$ cat src/rtl/rxs_pkg.sv
package rxs_pkg;

  typedef struct packed {
    logic       brk;
    logic       frm;
    logic       par;
    logic [7:0] data;
  } rxs_entry_t;

  function automatic logic rxs_tagged(input rxs_entry_t e);
    return e.brk | e.frm | e.par;
  endfunction

endpackage

$ cat src/rtl/rxs_rst_sync.sv
module rxs_rst_sync (
  input  logic clk,
  input  logic rst_n,
  output logic rst_sync_n
);

  logic [1:0] sync_q;

  always_ff @(posedge clk or negedge rst_n) begin
    if (!rst_n) begin
      sync_q <= 2'b00;
    end else begin
      sync_q <= {sync_q[0], 1'b1};
    end
  end

  assign rst_sync_n = sync_q[1];

endmodule

$ cat src/rtl/rxs_store.sv
module rxs_store
  import rxs_pkg::*;
#(
  parameter int DEPTH = 64,
  localparam int AW = (DEPTH > 1) ? $clog2(DEPTH) : 1,
  localparam int CW = $clog2(DEPTH + 1)
) (
  input  logic          clk,
  input  logic          rst_n,
  input  logic          push_req,
  input  rxs_entry_t    push_entry,
  input  logic          pop_req,
  output logic          push_fire,
  output logic          pop_fire,
  output logic          full,
  output logic          empty,
  output rxs_entry_t    head_entry,
  output logic [7:0]    out_data,
  output logic [CW-1:0] occupancy
);

  localparam logic [CW-1:0] DEPTH_C = CW'(DEPTH);
  localparam logic [AW-1:0] LAST_IX = AW'(DEPTH - 1);

  rxs_entry_t    mem [DEPTH];
  logic [AW-1:0] rd_ptr_q, rd_ptr_d;
  logic [AW-1:0] wr_ptr_q, wr_ptr_d;
  logic [CW-1:0] occ_q, occ_d;
  logic [7:0]    last_q, last_d;

  assign full       = (occ_q == DEPTH_C);
  assign empty      = (occ_q == '0);
  assign pop_fire   = pop_req && !empty;
  assign push_fire  = push_req && (!full || pop_fire);
  assign head_entry = mem[rd_ptr_q];
  assign out_data   = empty ? last_q : head_entry.data;
  assign occupancy  = occ_q;

  always_comb begin
    rd_ptr_d = rd_ptr_q;
    wr_ptr_d = wr_ptr_q;
    occ_d    = occ_q;
    last_d   = last_q;
    if (pop_fire) begin
      rd_ptr_d = (rd_ptr_q == LAST_IX) ? '0 : rd_ptr_q + 1'b1;
      last_d   = head_entry.data;
    end
    if (push_fire) begin
      wr_ptr_d = (wr_ptr_q == LAST_IX) ? '0 : wr_ptr_q + 1'b1;
    end
    case ({push_fire, pop_fire})
      2'b10:   occ_d = occ_q + 1'b1;
      2'b01:   occ_d = occ_q - 1'b1;
      default: occ_d = occ_q;
    endcase
  end

  always_ff @(posedge clk or negedge rst_n) begin
    if (!rst_n) begin
      rd_ptr_q <= '0;
      wr_ptr_q <= '0;
      occ_q    <= '0;
      last_q   <= '0;
    end else begin
      rd_ptr_q <= rd_ptr_d;
      wr_ptr_q <= wr_ptr_d;
      occ_q    <= occ_d;
      last_q   <= last_d;
    end
  end

  always_ff @(posedge clk) begin
    if (push_fire) begin
      mem[wr_ptr_q] <= push_entry;
    end
  end

  AST_OCC_BOUND: assert property (@(posedge clk) disable iff (!rst_n)
    occ_q <= DEPTH_C) else $error("occupancy above depth");

  AST_FULL_PAIR_KEEPS_FULL: assert property (@(posedge clk) disable iff (!rst_n)
    (full && push_req && pop_req) |=> full) else $error("full push+pop lost a slot");

endmodule

$ cat src/rtl/rxs_errcount.sv
module rxs_errcount #(
  parameter int DEPTH = 64,
  localparam int CW = $clog2(DEPTH + 1)
) (
  input  logic          clk,
  input  logic          rst_n,
  input  logic          inc,
  input  logic          dec,
  output logic [CW-1:0] err_cnt,
  output logic          any_err
);

  logic [CW-1:0] cnt_q, cnt_d;

  always_comb begin
    case ({inc, dec})
      2'b10:   cnt_d = cnt_q + 1'b1;
      2'b01:   cnt_d = cnt_q - 1'b1;
      default: cnt_d = cnt_q;
    endcase
  end

  always_ff @(posedge clk or negedge rst_n) begin
    if (!rst_n) begin
      cnt_q <= '0;
    end else if (inc ^ dec) begin
      cnt_q <= cnt_d;
    end
  end

  assign err_cnt = cnt_q;
  assign any_err = (cnt_q != '0);

  AST_ERRCNT_NO_UNDERFLOW: assert property (@(posedge clk) disable iff (!rst_n)
    (dec && !inc) |-> (cnt_q != '0)) else $error("error count underflow");

endmodule

$ cat src/rtl/rxs_status.sv
module rxs_status (
  input  logic       clk,
  input  logic       rst_n,
  input  logic       ovr_set,
  input  logic       status_rd,
  input  logic       any_err,
  input  logic       brk_tag,
  input  logic       frm_tag,
  input  logic       par_tag,
  input  logic       thr_empty,
  input  logic       tsr_empty,
  input  logic       not_empty,
  output logic [7:0] status
);

  logic ovr_q, ovr_d;

  always_comb begin
    ovr_d = ovr_q;
    if (ovr_set) begin
      ovr_d = 1'b1;
    end else if (status_rd) begin
      ovr_d = 1'b0;
    end
  end

  always_ff @(posedge clk or negedge rst_n) begin
    if (!rst_n) begin
      ovr_q <= 1'b0;
    end else begin
      ovr_q <= ovr_d;
    end
  end

  always_comb begin
    status[7] = any_err;
    status[6] = thr_empty & tsr_empty;
    status[5] = thr_empty;
    status[4] = not_empty & brk_tag;
    status[3] = not_empty & frm_tag;
    status[2] = not_empty & par_tag;
    status[1] = ovr_q;
    status[0] = not_empty;
  end

  AST_OVR_SET: assert property (@(posedge clk) disable iff (!rst_n)
    ovr_set |=> status[1]) else $error("overrun not recorded");

  AST_OVR_CLEAR: assert property (@(posedge clk) disable iff (!rst_n)
    (status_rd && !ovr_set) |=> !status[1]) else $error("overrun not cleared");

  AST_TX_IDLE_ORDER: assert property (@(posedge clk) disable iff (!rst_n)
    status[6] |-> status[5]) else $error("shift idle without holding idle");

endmodule

$ cat src/rtl/rx_status_fifo.sv
module rx_status_fifo
  import rxs_pkg::*;
#(
  parameter int DEPTH = 64
) (
  input  logic       clk,
  input  logic       rst_n,
  input  logic       push_valid,
  input  logic [7:0] push_data,
  input  logic       push_brk,
  input  logic       push_frm,
  input  logic       push_par,
  input  logic       rhr_rd,
  input  logic       lsr_rd,
  input  logic       thr_empty,
  input  logic       tsr_empty,
  output logic [7:0] rhr_data,
  output logic [7:0] lsr_data
);

  localparam int CW = $clog2(DEPTH + 1);

  logic          rst_i_n;
  rxs_entry_t    in_entry;
  rxs_entry_t    head;
  logic          push_fire, pop_fire, full, empty;
  logic [CW-1:0] occ;
  logic [CW-1:0] err_cnt;
  logic          any_err;
  logic          ovr_set;

  rxs_rst_sync u_rst (
    .clk        (clk),
    .rst_n      (rst_n),
    .rst_sync_n (rst_i_n)
  );

  always_comb begin
    in_entry.brk  = push_brk;
    in_entry.frm  = push_frm;
    in_entry.par  = push_par;
    in_entry.data = push_brk ? 8'h00 : push_data;
  end

  rxs_store #(.DEPTH(DEPTH)) u_store (
    .clk        (clk),
    .rst_n      (rst_i_n),
    .push_req   (push_valid),
    .push_entry (in_entry),
    .pop_req    (rhr_rd),
    .push_fire  (push_fire),
    .pop_fire   (pop_fire),
    .full       (full),
    .empty      (empty),
    .head_entry (head),
    .out_data   (rhr_data),
    .occupancy  (occ)
  );

  rxs_errcount #(.DEPTH(DEPTH)) u_err (
    .clk     (clk),
    .rst_n   (rst_i_n),
    .inc     (push_fire && rxs_tagged(in_entry)),
    .dec     (pop_fire && rxs_tagged(head)),
    .err_cnt (err_cnt),
    .any_err (any_err)
  );

  assign ovr_set = push_valid && !push_fire;

  rxs_status u_stat (
    .clk       (clk),
    .rst_n     (rst_i_n),
    .ovr_set   (ovr_set),
    .status_rd (lsr_rd),
    .any_err   (any_err),
    .brk_tag   (head.brk),
    .frm_tag   (head.frm),
    .par_tag   (head.par),
    .thr_empty (thr_empty),
    .tsr_empty (tsr_empty),
    .not_empty (!empty),
    .status    (lsr_data)
  );

  AST_ERR_WITHIN_OCC: assert property (@(posedge clk) disable iff (!rst_i_n)
    err_cnt <= occ) else $error("more tagged entries than entries");

  AST_STATUS_NO_POP: assert property (@(posedge clk) disable iff (!rst_i_n)
    (!rhr_rd && !push_valid) |=> $stable(occ)) else $error("status read moved the queue");

  AST_EMPTY_NO_TAGS: assert property (@(posedge clk) disable iff (!rst_i_n)
    (occ == '0) |-> (lsr_data[4:2] == 3'b000)) else $error("tags shown while empty");

  AST_DROP_ONLY_FULL: assert property (@(posedge clk) disable iff (!rst_i_n)
    ovr_set |-> full) else $error("push dropped while space left");

endmodule

$ cat config.mk
export PLATFORM = sky130hd
export DESIGN_NAME = rx_status_fifo
export DESIGN_NICKNAME = d
export VERILOG_FILES = /design/src/rtl/rxs_pkg.sv /design/src/rtl/rxs_rst_sync.sv /design/src/rtl/rxs_store.sv /design/src/rtl/rxs_errcount.sv /design/src/rtl/rxs_status.sv /design/src/rtl/rx_status_fifo.sv
export SDC_FILE = /design/constraint.sdc
export NUM_CORES = 1
export LEC_CHECK = 0
export CAP_MARGIN = 20
export CORE_ASPECT_RATIO = 1.2
export CORE_MARGIN = 5
export CORE_UTILIZATION = 59
export CTS_BUF_LIST = sky130_fd_sc_hd__clkbuf_8
export DETAILED_ROUTE_END_ITERATION = 10
export GPL_TIMING_DRIVEN = 1
export PLACE_DENSITY_LB_ADDON = 0.15
export SLEW_MARGIN = 20
export SYNTH_ARGS = -nofsm -noshare
export SYNTH_HDL_FRONTEND = slang
export SYNTH_HIERARCHICAL = 1
export SYNTH_SLANG_ARGS = --single-unit
export TNS_END_PERCENT = 50
$ cat constraint.sdc
create_clock -name clk -period 3.52 [get_ports clk]
set_clock_uncertainty 0.2 [all_clocks]
set_input_delay 1.056 -clock clk [delete_from_list [all_inputs] [get_ports clk]]
set_output_delay 1.056 -clock clk [all_outputs]
set_load 0.005 [all_outputs]
==> flow_metrics.py, run 1 <==
metrics = {
    "run_status": {
        "outcome": "finished, violations left",
        "violations": "setup timing",
    },
    "cells_and_area": {
        "final_nets": 1901,
        "n_fill_cell": 2997,
        "stdcell_count": 2607,
        "final_common_cell": "edfxtp_1",
        "area_growth_pct": 21.86,
        "layout-drive-gt1-share_pct": 38.69,
        "layout_common_cells": "edfxtp_1, buf_4, mux4_2",
    },
    "job": {
        "max_cap_violations": 0,
    },
    "timing": {
        "rsz0062_at_grt": "true",
        "hold_slack_ns": 0.1581,
        "tightest_slew_ns": 1.153,
        "hold_viol": 0,
        "drv_slew": 0,
        "fin_ws_ns": -1.075,
        "fmax_mhz": 217.6,
        "finalCritPeriodShare_pct": 130.5,
        "slew_headroom_pct": 22.84,
        "setup_viol_count_final": 19,
        "period_needed_ns": 4.595,
    },
    "route": {
        "vias": 16150,
        "drtIter0Drc": 1686,
        "ant_nets": 0,
        "drt_pass1_iterations": 7,
        "wl_per_cell_um": 26.94,
        "drt_wl_total_mm": 70.23,
        "via_per_inst": 6.194,
        "post-route-drc-count": 0,
    },
    "floorplan": {
        "io_pins": 34,
        "dieArea_sq_mm": 0.05480,
        "fp-row-count": 90,
        "die_h_um": 255.4,
        "coreArea_sq_mm": 0.05000,
        "start_util_pct": 59.23,
        "die_width_um": 214.5,
    },
    "setup_path": {
        "cp_data_arrival_time_ns": 3.34,
        "worstSetupEndpoint": "rhr_data[2]",
        "crit_path_end_kind": "primary output",
        "worstReg2RegStart": "u_store/rd_ptr_q[0]",
        "start_kind": "register",
        "r2r_cells": 16,
        "startpoint": "u_store/rd_ptr_q[1]",
        "critPathRequiredTime_ns": 2.26,
        "path_class": "register to primary output",
        "reg2reg_slack_ns": -0.76,
        "reg2reg_to": "u_err/err_cnt[6]",
        "crit_path_max_fanout": 8,
    },
    "placed_design": {
        "dp.final_hpwl_mm": 45.25,
        "dp_slack_ns": -0.8621,
        "io_buffers": 33,
        "dp.cells": 2357,
        "gp_congestion": 0.8806,
    },
    "cts": {
        "numCtsBuffers": 108,
        "cts_root_buf": "clkbuf_8",
        "clk_latency_ns": 0.72,
        "clockBufferDepth": 3,
        "clock_sinks": 741,
        "clk_pin_slew_worst_paths_ns": 0.07,
        "hold_buffers": 0,
        "cts_tree": "yes",
        "cts_max_level": 3,
    },
    "synthesis": {
        "syn_area_sq_mm": 0.02962,
        "syn_avg_cell_area_sq_um": 19.68,
        "syn-num-nets": 1534,
        "syn_inst": 1505,
        "ys_warn_count": 6,
    },
    "global_routing": {
        "grt_pass1_vias": 16510,
        "grtUsageTotal_pct": 25.72,
        "grt_pass1_wl_mm": 104.5,
        "grt_max_degree": 65,
        "grt.overflow.total": 0,
        "antenna_found_initial": 1,
    },
    "power_and_ir_drop": {
        "ir_worst_vdd_mv": 0.4490,
        "p_total_uw": 25970,
        "p_leak_uw": 0.01240,
        "pwr_density_cell_mw_per_mm2": 719.5,
    },
    "worst_hold_path": {
        "hold_class": "register to register",
    },
}
layout make-up:
type	instances	area, sq um	area share [%]
flip-flops and latches	741	22080	61.18
multi-input cells	658	7522	20.84
repair buffers	347	3632	10.06
clock buffers	113	1555	4.309
well taps	644	805.8	2.233
clock inverters	87	432.9	1.200
inverters	16	60.06	0.1664
diodes	1	2.502	0.006934
metal layers:
layer,track usage (%),wire [um],vias to the layer above
met5,0,0,-
met4,7.356,1742,0
met3,5.932,6349,118
met2,42.40,35270,757
met1,35.25,26870,8369
li1,-,-,6905
sequential cells by signal (all words and copies together) (netlist names):
register and flops:
u_store/mem 704, u_err/err_cnt 7, u_stat/ovr_q 1, u_store/rd_ptr_q 6, u_store/last_q 8, u_store/wr_ptr_q 6
u_rst/sync_q 2, u_store/occupancy 7
timing repair:
item | in CTS | in global routing
pin swaps | 63 | 30
buffers inserted | 45 | 5
setup endpoints to repair | 19 | 19
gates resized for setup | 161 | 30
gates cloned | 2 | 0
power breakdown:
group          internal (uW)  switching [uW]
sequential             10100             317
clock                   3140            3180
combinational           4700            4520
total                  17900            8020
per-stage QoR:
stage          instance area [sq um]  utilization, %  TNS, ns
2_1_floorplan                  29700               -   -2.032
3_3_place_gp                   32970           65.95   -79.16
3_5_place_dp                   32980           65.97   -65.74
4_1_cts                        35920           71.83   -16.41
5_1_grt                        36090           72.18   -17.68
6_report                       36090           72.18   -15.45
critical path, cell delays in order, from the launching register on:
cell	delay (ns)
dfrtp_4	0.47
buf_12	0.16
buf_4	0.13
mux4_2	0.55
a22o_1	0.27
a211oi_2	0.20
a311oi_2	0.10
a221o_1	0.33
mux2_4	0.29
buf_6	0.12
worst min path at each step:
| stage | from | endpoint | slack (ns) | cells after the start |
|---|---|---|---|---|
| after floorplan | u_rst/sync_q[0] | u_rst/sync_q[1] | 0.13 | 0 |
| after global placement | u_rst/sync_q[0] | u_rst/sync_q[1] | 0.14 | 0 |
| after detailed placement | u_rst/sync_q[0] | u_rst/sync_q[1] | 0.14 | 0 |
| after CTS | u_rst/sync_q[0] | u_rst/sync_q[1] | 0.16 | 0 |
| after global routing | u_rst/sync_q[0] | u_rst/sync_q[1] | 0.18 | 0 |
| final | u_rst/sync_q[0] | u_rst/sync_q[1] | 0.16 | 0 |
(Power assumes the default switching activity.)
==> inputs of run 2 (changes only) <==
==> constraint.sdc (replaced) <==
create_clock -name clk -period 3.52 [get_ports clk]
set_clock_uncertainty 0.2 [all_clocks]
set_input_delay 0.352 -clock clk [delete_from_list [all_inputs] [get_ports clk]]
set_output_delay 0.352 -clock clk [all_outputs]
set_load 0.005 [all_outputs]
==> run 2 against run 1 <==
Against the previous run: the flow still finishes with violations (setup timing); clock power up 7.8%; sequential share of layout area up 1.4 points; hold slack worse by 0.0032 ns; final cell count is 2.7% lower; maximum frequency rose by 7.2%; register-to-register slack hardly changed; wire length grew 1.6%; largest cell class unchanged; highest routed layer unchanged.
==> flow_metrics.py, run 2 (synthesis results as in run 1) <==
metrics = {
    "run_status": {
        "outcome": "finished, violations left",
        "violations": "setup timing",
    },
    "cts": {
        "numCtsBuffers": 108,
        "cts_root_buf": "clkbuf_8",
        "cts_max_level": 3,
        "clk_latency_ns": 0.71,
        "clk_pin_slew_worst_paths_ns": 0.07,
        "clockBufferDepth": 3,
        "cts_tree": "yes",
        "clock_sinks": 741,
    },
    "worst_hold_path": {
        "hold_class": "input pin to register",
        "hold_depth": 2,
        "whs_endpoint": "u_store/mem[51][8]",
        "hp-start": "push_par",
    },
    "route": {
        "post-route-drc-count": 0,
        "via_per_inst": 6.239,
        "drt_pass1_iterations": 6,
        "ant_nets": 0,
        "vias": 15820,
        "wl_per_cell_um": 28.15,
        "drt_wl_total_mm": 71.38,
        "drtIter0Drc": 1910,
    },
    "timing": {
        "tightest_slew_ns": 1.133,
        "finalSetupTns_ns": -9.435,
        "slew_headroom_pct": 24.16,
        "rsz0062_at_grt": "true",
        "fmax_mhz": 233.3,
        "period_needed_ns": 4.286,
        "finalCritPeriodShare_pct": 121.8,
        "drv_slew": 0,
        "setup_viol_count_final": 18,
        "fin_ws_ns": -0.7663,
        "hold_viol": 0,
    },
    "floorplan": {
        "die_h_um": 255.4,
        "io_pins": 34,
        "dieArea_sq_mm": 0.05480,
        "coreArea_sq_mm": 0.05000,
        "die_width_um": 214.5,
        "fp-row-count": 90,
        "start_util_pct": 59.23,
    },
    "global_routing": {
        "grt_pass1_vias": 16290,
        "grtUsageTotal_pct": 26.37,
        "grt_pass1_wl_mm": 106.9,
        "antenna_found_initial": 0,
        "grt.overflow.total": 0,
        "grt_max_degree": 73,
    },
    "power_and_ir_drop": {
        "p_total_uw": 25960,
        "ir_worst_vdd_mv": 0.3767,
        "pwr_density_cell_mw_per_mm2": 736.4,
        "p_leak_uw": 0.01200,
    },
    "cells_and_area": {
        "top_register": "u_store/mem",
        "layout_common_cells": "edfxtp_1, buf_4, mux4_2",
        "final_common_cell": "edfxtp_1",
        "utilization_pct": 70.52,
        "final_nets": 1830,
        "area_growth_pct": 19.06,
        "largest_reg_flops": 704,
        "layout-drive-gt1-share_pct": 36.17,
        "top_regs": "u_store/mem (704), u_store/last_q (8)",
        "stdcell_count": 2536,
    },
    "job": {
        "max_cap_violations": 0,
    },
    "setup_path": {
        "crit_family": "multiplexers",
        "reg2reg_slack_ns": -0.77,
        "worstReg2RegStart": "u_store/rd_ptr_q[0]",
        "crit_chain": "buf_12 > buf_12 > buf_8 > mux4_2 > mux4_2 > a211oi_4 > a31oi_2 > buf_4 > o31a_1 > ha_2 > xor2_1 > ha_2 > nand4b_1 > nand4_1 > o211a_1 > nor4_2",
        "path_class": "register to register",
        "critPathRequiredTime_ns": 3.93,
        "slowest_delay_ns": 0.51,
        "crit_path_end_kind": "register",
        "cp_data_arrival_time_ns": 4.70,
        "slowest_stage": "mux4_2",
        "start_kind": "register",
        "r2r_cells": 16,
        "crit_path_max_fanout": 7,
        "reg2reg_to": "u_err/err_cnt[6]",
        "crit_buf_inv": 4,
    },
    "placed_design": {
        "dp.cells": 2283,
        "dp.final_hpwl_mm": 44.47,
        "dp_slack_ns": -0.8602,
        "gp_congestion": 0.8793,
        "io_buffers": 33,
    },
}
[run 2: cell types whose count changed in the layout (fill, tap and decap cells not counted), moves of 4 or more]
cell / delta
buf_16: +5
o21ai_2: -4
buf_6: -6
buf_4: -38
clkinv_1: +12
inv_1: -19
buf_12: -35
bufinv_16: +7
clkinv_2: +6
o21ai_1: +4
[run 2: worst register-to-register path: stages, from the launching register on]
cell and delay [ns]:
dfrtp_4 0.50, buf_12 0.15, buf_12 0.14, buf_8 0.13, mux4_2 0.41, mux4_2 0.51, a211oi_4 0.31, a31oi_2 0.09
buf_4 0.19, o31a_1 0.29, ha_2 0.21, xor2_1 0.14, ha_2 0.20, nand4b_1 0.09, nand4_1 0.22, o211a_1 0.19
nor4_2 0.22
[run 2: report_power, final]
part / leakage (uW) / internal (uW) / switching, uW / total, uW
sequential: 0.00684 / 10100 / 336 / 10400
combinational: 0.00399 / 4330 / 4380 / 8710
clock: 0.00116 / 3590 / 3210 / 6810
[run 2: final cells by class]
type	count	area, sq um
clock inverter	89	603.1
fill	3136	14740
tap	644	805.8
clock buffer	111	1528
antenna	1	2.502
timing repair buffer	276	2774
multi-input combinational	658	7408
inverter	16	60.06
sequential	741	22080
[run 2: stage by stage]
stage | instance area (sq um) | hold WS [ns]
4_1_cts | 35220 | 0.1081
5_1_grt | 35260 | 0.1474
3_3_place_gp | 31900 | 0.1373
2_1_floorplan | 29700 | -0.1436
6_report | 35260 | 0.1549
3_5_place_dp | 31920 | 0.1432
[run 2: worst max-delay path by stage]
stage	start	to	cells past startpoint
2_1_floorplan	u_store/rd_ptr_q[0]	u_err/err_cnt[6]	18
3_3_place_gp	u_store/rd_ptr_q[0]	u_err/err_cnt[6]	13
3_5_place_dp	u_store/rd_ptr_q[0]	u_err/err_cnt[6]	13
4_1_cts	u_store/rd_ptr_q[0]	u_err/err_cnt[4]	16
5_1_grt	u_store/rd_ptr_q[0]	u_err/err_cnt[6]	16
6_report	u_store/rd_ptr_q[0]	u_err/err_cnt[6]	16
[run 2: metal layers]
layer	global-route usage, %	vias to the layer above	wire length [um]
met5	0	-	0
met1	37.63	8259	28250
met3	4.712	93	5738
li1	-	6749	-
met2	43.23	721	35970
met4	7.034	0	1416
[run 2: repair_timing]
item	4_1_cts	5_1_grt
pin swaps	47	14
gates resized for setup	162	15
setup endpoints to repair	18	19
cloned	6	0
hold buffers	2	0
hold endpoints to repair	3	0
setup buffers	43	5
==> inputs of run 3 (changes only) <==
--- a/config.mk
+++ b/config.mk
@@ -13,6 +13,7 @@
 export DETAILED_ROUTE_END_ITERATION = 10
 export GPL_TIMING_DRIVEN = 1
 export PLACE_DENSITY_LB_ADDON = 0.15
+export SETUP_SLACK_MARGIN = 0.15
 export SLEW_MARGIN = 20
 export SYNTH_ARGS = -nofsm -noshare
 export SYNTH_HDL_FRONTEND = slang
==> run 3 against run 2 <==
Against the previous run: the flow still finishes with violations (setup timing); sequential share of layout area shrank 0.36 points; combinational power grew 2%; largest cell class unchanged; final cell count grew 0.39%; maximum frequency shrank 0.25%; hold slack lost 0.0026 ns; flip-flop and latch count is the same.
==> flow_metrics.py, run 3 (synthesis results as in run 1) <==
metrics = {
    "cts": {
        "cts_max_level": 3,
        "numCtsBuffers": 108,
        "cts_root_buf": "clkbuf_8",
        "clockBufferDepth": 3,
        "cts_tree": "yes",
        "clk_latency_ns": 0.71,
        "clock_sinks": 741,
        "clk_pin_slew_worst_paths_ns": 0.06,
    },
    "cells_and_area": {
        "largest_reg_flops": 704,
        "n_fill_cell": 3105,
        "antenna_cells": 0,
        "top_register": "u_store/mem",
        "utilization_pct": 70.93,
        "top_regs": "u_store/mem (704), u_store/last_q (8)",
        "final_common_cell": "edfxtp_1",
        "area_growth_pct": 19.74,
        "multiInputGateArea_sq_mm": 0.007450,
        "seq_area_sq_mm": 0.02208,
        "final_nets": 1841,
        "layout_common_cells": "edfxtp_1, buf_4, mux4_2",
        "layout-drive-gt1-share_pct": 36.80,
    },
    "timing": {
        "fmax_mhz": 232.7,
        "period_needed_ns": 4.297,
        "fin_ws_ns": -0.7770,
        "finalCritPeriodShare_pct": 122.1,
        "tightest_slew_ns": 1.095,
        "rsz0062_at_grt": "true",
        "finalSetupTns_ns": -10.34,
        "hold_viol": 0,
        "hold_slack_ns": 0.1522,
        "drv_slew": 0,
        "slew_headroom_pct": 26.72,
        "setup_viol_count_final": 18,
    },
    "placed_design": {
        "dp.final_hpwl_mm": 44.47,
        "dp_slack_ns": -0.8602,
        "io_buffers": 33,
        "gp_congestion": 0.8793,
    },
    "setup_path": {
        "crit_path_max_fanout": 7,
        "crit_path_end_kind": "register",
        "r2r_cells": 16,
        "reg2reg_to": "u_err/err_cnt[6]",
        "critPathRequiredTime_ns": 3.94,
        "cp_data_arrival_time_ns": 4.72,
        "reg2reg_slack_ns": -0.78,
        "worstReg2RegStart": "u_store/rd_ptr_q[0]",
        "start_kind": "register",
        "path_class": "register to register",
        "startpoint": "u_store/rd_ptr_q[0]",
        "worstSetupEndpoint": "u_err/err_cnt[6]",
    },
    "route": {
        "via_per_inst": 6.264,
        "drt_wl_total_mm": 71.39,
        "drt_pass1_iterations": 5,
        "post-route-drc-count": 0,
        "ant_nets": 0,
        "drtIter0Drc": 1965,
        "vias": 15950,
        "wl_per_cell_um": 28.04,
    },
    "run_status": {
        "outcome": "finished, violations left",
        "violations": "setup timing",
    },
    "floorplan": {
        "die_width_um": 214.5,
        "fp-row-count": 90,
        "die_h_um": 255.4,
        "io_pins": 34,
        "coreArea_sq_mm": 0.05000,
        "start_util_pct": 59.23,
        "dieArea_sq_mm": 0.05480,
    },
    "global_routing": {
        "grtUsageTotal_pct": 26.40,
        "met2_usage_pct": 43.29,
        "use_met3_pct": 4.286,
        "grt-busiest-layer": "met2",
        "antenna_found_initial": 0,
        "grt_pass1_wl_mm": 107.0,
        "use_met1_pct": 37.95,
        "grt_max_degree": 73,
        "grt.overflow.total": 0,
        "grt_pass1_vias": 16260,
    },
    "power_and_ir_drop": {
        "ir_worst_vdd_mv": 0.3772,
        "pwr_density_cell_mw_per_mm2": 738.1,
        "p_leak_uw": 0.01209,
    },
    "worst_hold_path": {
        "hold_class": "input pin to register",
    },
    "job": {
        "max_cap_violations": 0,
    },
}
[run 3: cell types whose count changed in the layout (fill, tap and decap cells not counted), sizes merged]
| cell | before | now |
|---|---|---|
| buf | 250 | 261 |
| diode | 1 | 0 |
[run 3: metrics by stage]
stage | power [uW] | cell area, sq um | instances
2_1_floorplan | 14980 | 29700 | 1505
3_3_place_gp | 17880 | 31900 | 2283
3_5_place_dp | 17990 | 31920 | 2283
4_1_cts | 25970 | 35240 | 2534
5_1_grt | 27210 | 35460 | 2546
6_report | 26180 | 35460 | 2546
[run 3: how the worst min path moves through the flow]
stage / cells after the start / endpoint / slack [ns] / from
2_1_floorplan: 0 / u_rst/sync_q[0] / -0.14 / rst_n
3_5_place_dp: 0 / u_rst/sync_q[1] / 0.14 / u_rst/sync_q[0]
3_3_place_gp: 0 / u_rst/sync_q[1] / 0.14 / u_rst/sync_q[0]
4_1_cts: 2 / u_rst/sync_q[1] / 0.11 / rst_n
6_report: 2 / u_store/mem[26][9] / 0.15 / push_frm
5_1_grt: 2 / u_store/mem[25][9] / 0.15 / push_frm
[run 3: what timing repair did]
action | CTS | global route
setup buffers | 43 | 11
gates resized for setup | 165 | 31
pin swaps | 47 | 28
hold endpoints to repair | 3 | 0
gates cloned | 6 | 0
setup endpoints to repair | 20 | 48
hold buffers | 2 | 0
[run 3: critical path: stages (launching register included)]
cell,delay [ns]
dfrtp_4,0.51
buf_12,0.15
buf_12,0.14
buf_8,0.13
mux4_2,0.42
mux4_2,0.50
a211oi_4,0.32
a31oi_2,0.09
buf_4,0.19
o31a_1,0.29
ha_2,0.21
xor2_1,0.14
ha_2,0.20
nand4b_1,0.09
nand4_1,0.22
o211a_1,0.19
nor4_2,0.21
[run 3: power breakdown]
| group | internal, uW | total (uW) | switching, uW |
|---|---|---|---|
| clock | 3590 | 6810 | 3220 |
| combinational | 4460 | 8910 | 4450 |
| sequential | 10100 | 10400 | 340 |
[run 3: routing by layer]
layer	vias to the layer above	wire length [um]
li1	6777	-
met4	0	1493
met5	-	0
met3	92	5856
met1	8282	28090
met2	797	35950
[run 3: area by class of cell]
cell class	instances	area share, %
tap	644	2.272
clock inverter	89	1.701
inverter	16	0.1694
sequential	741	62.26
clock buffer	111	4.308
multi-input combinational	658	21.01
timing repair buffer	287	8.284
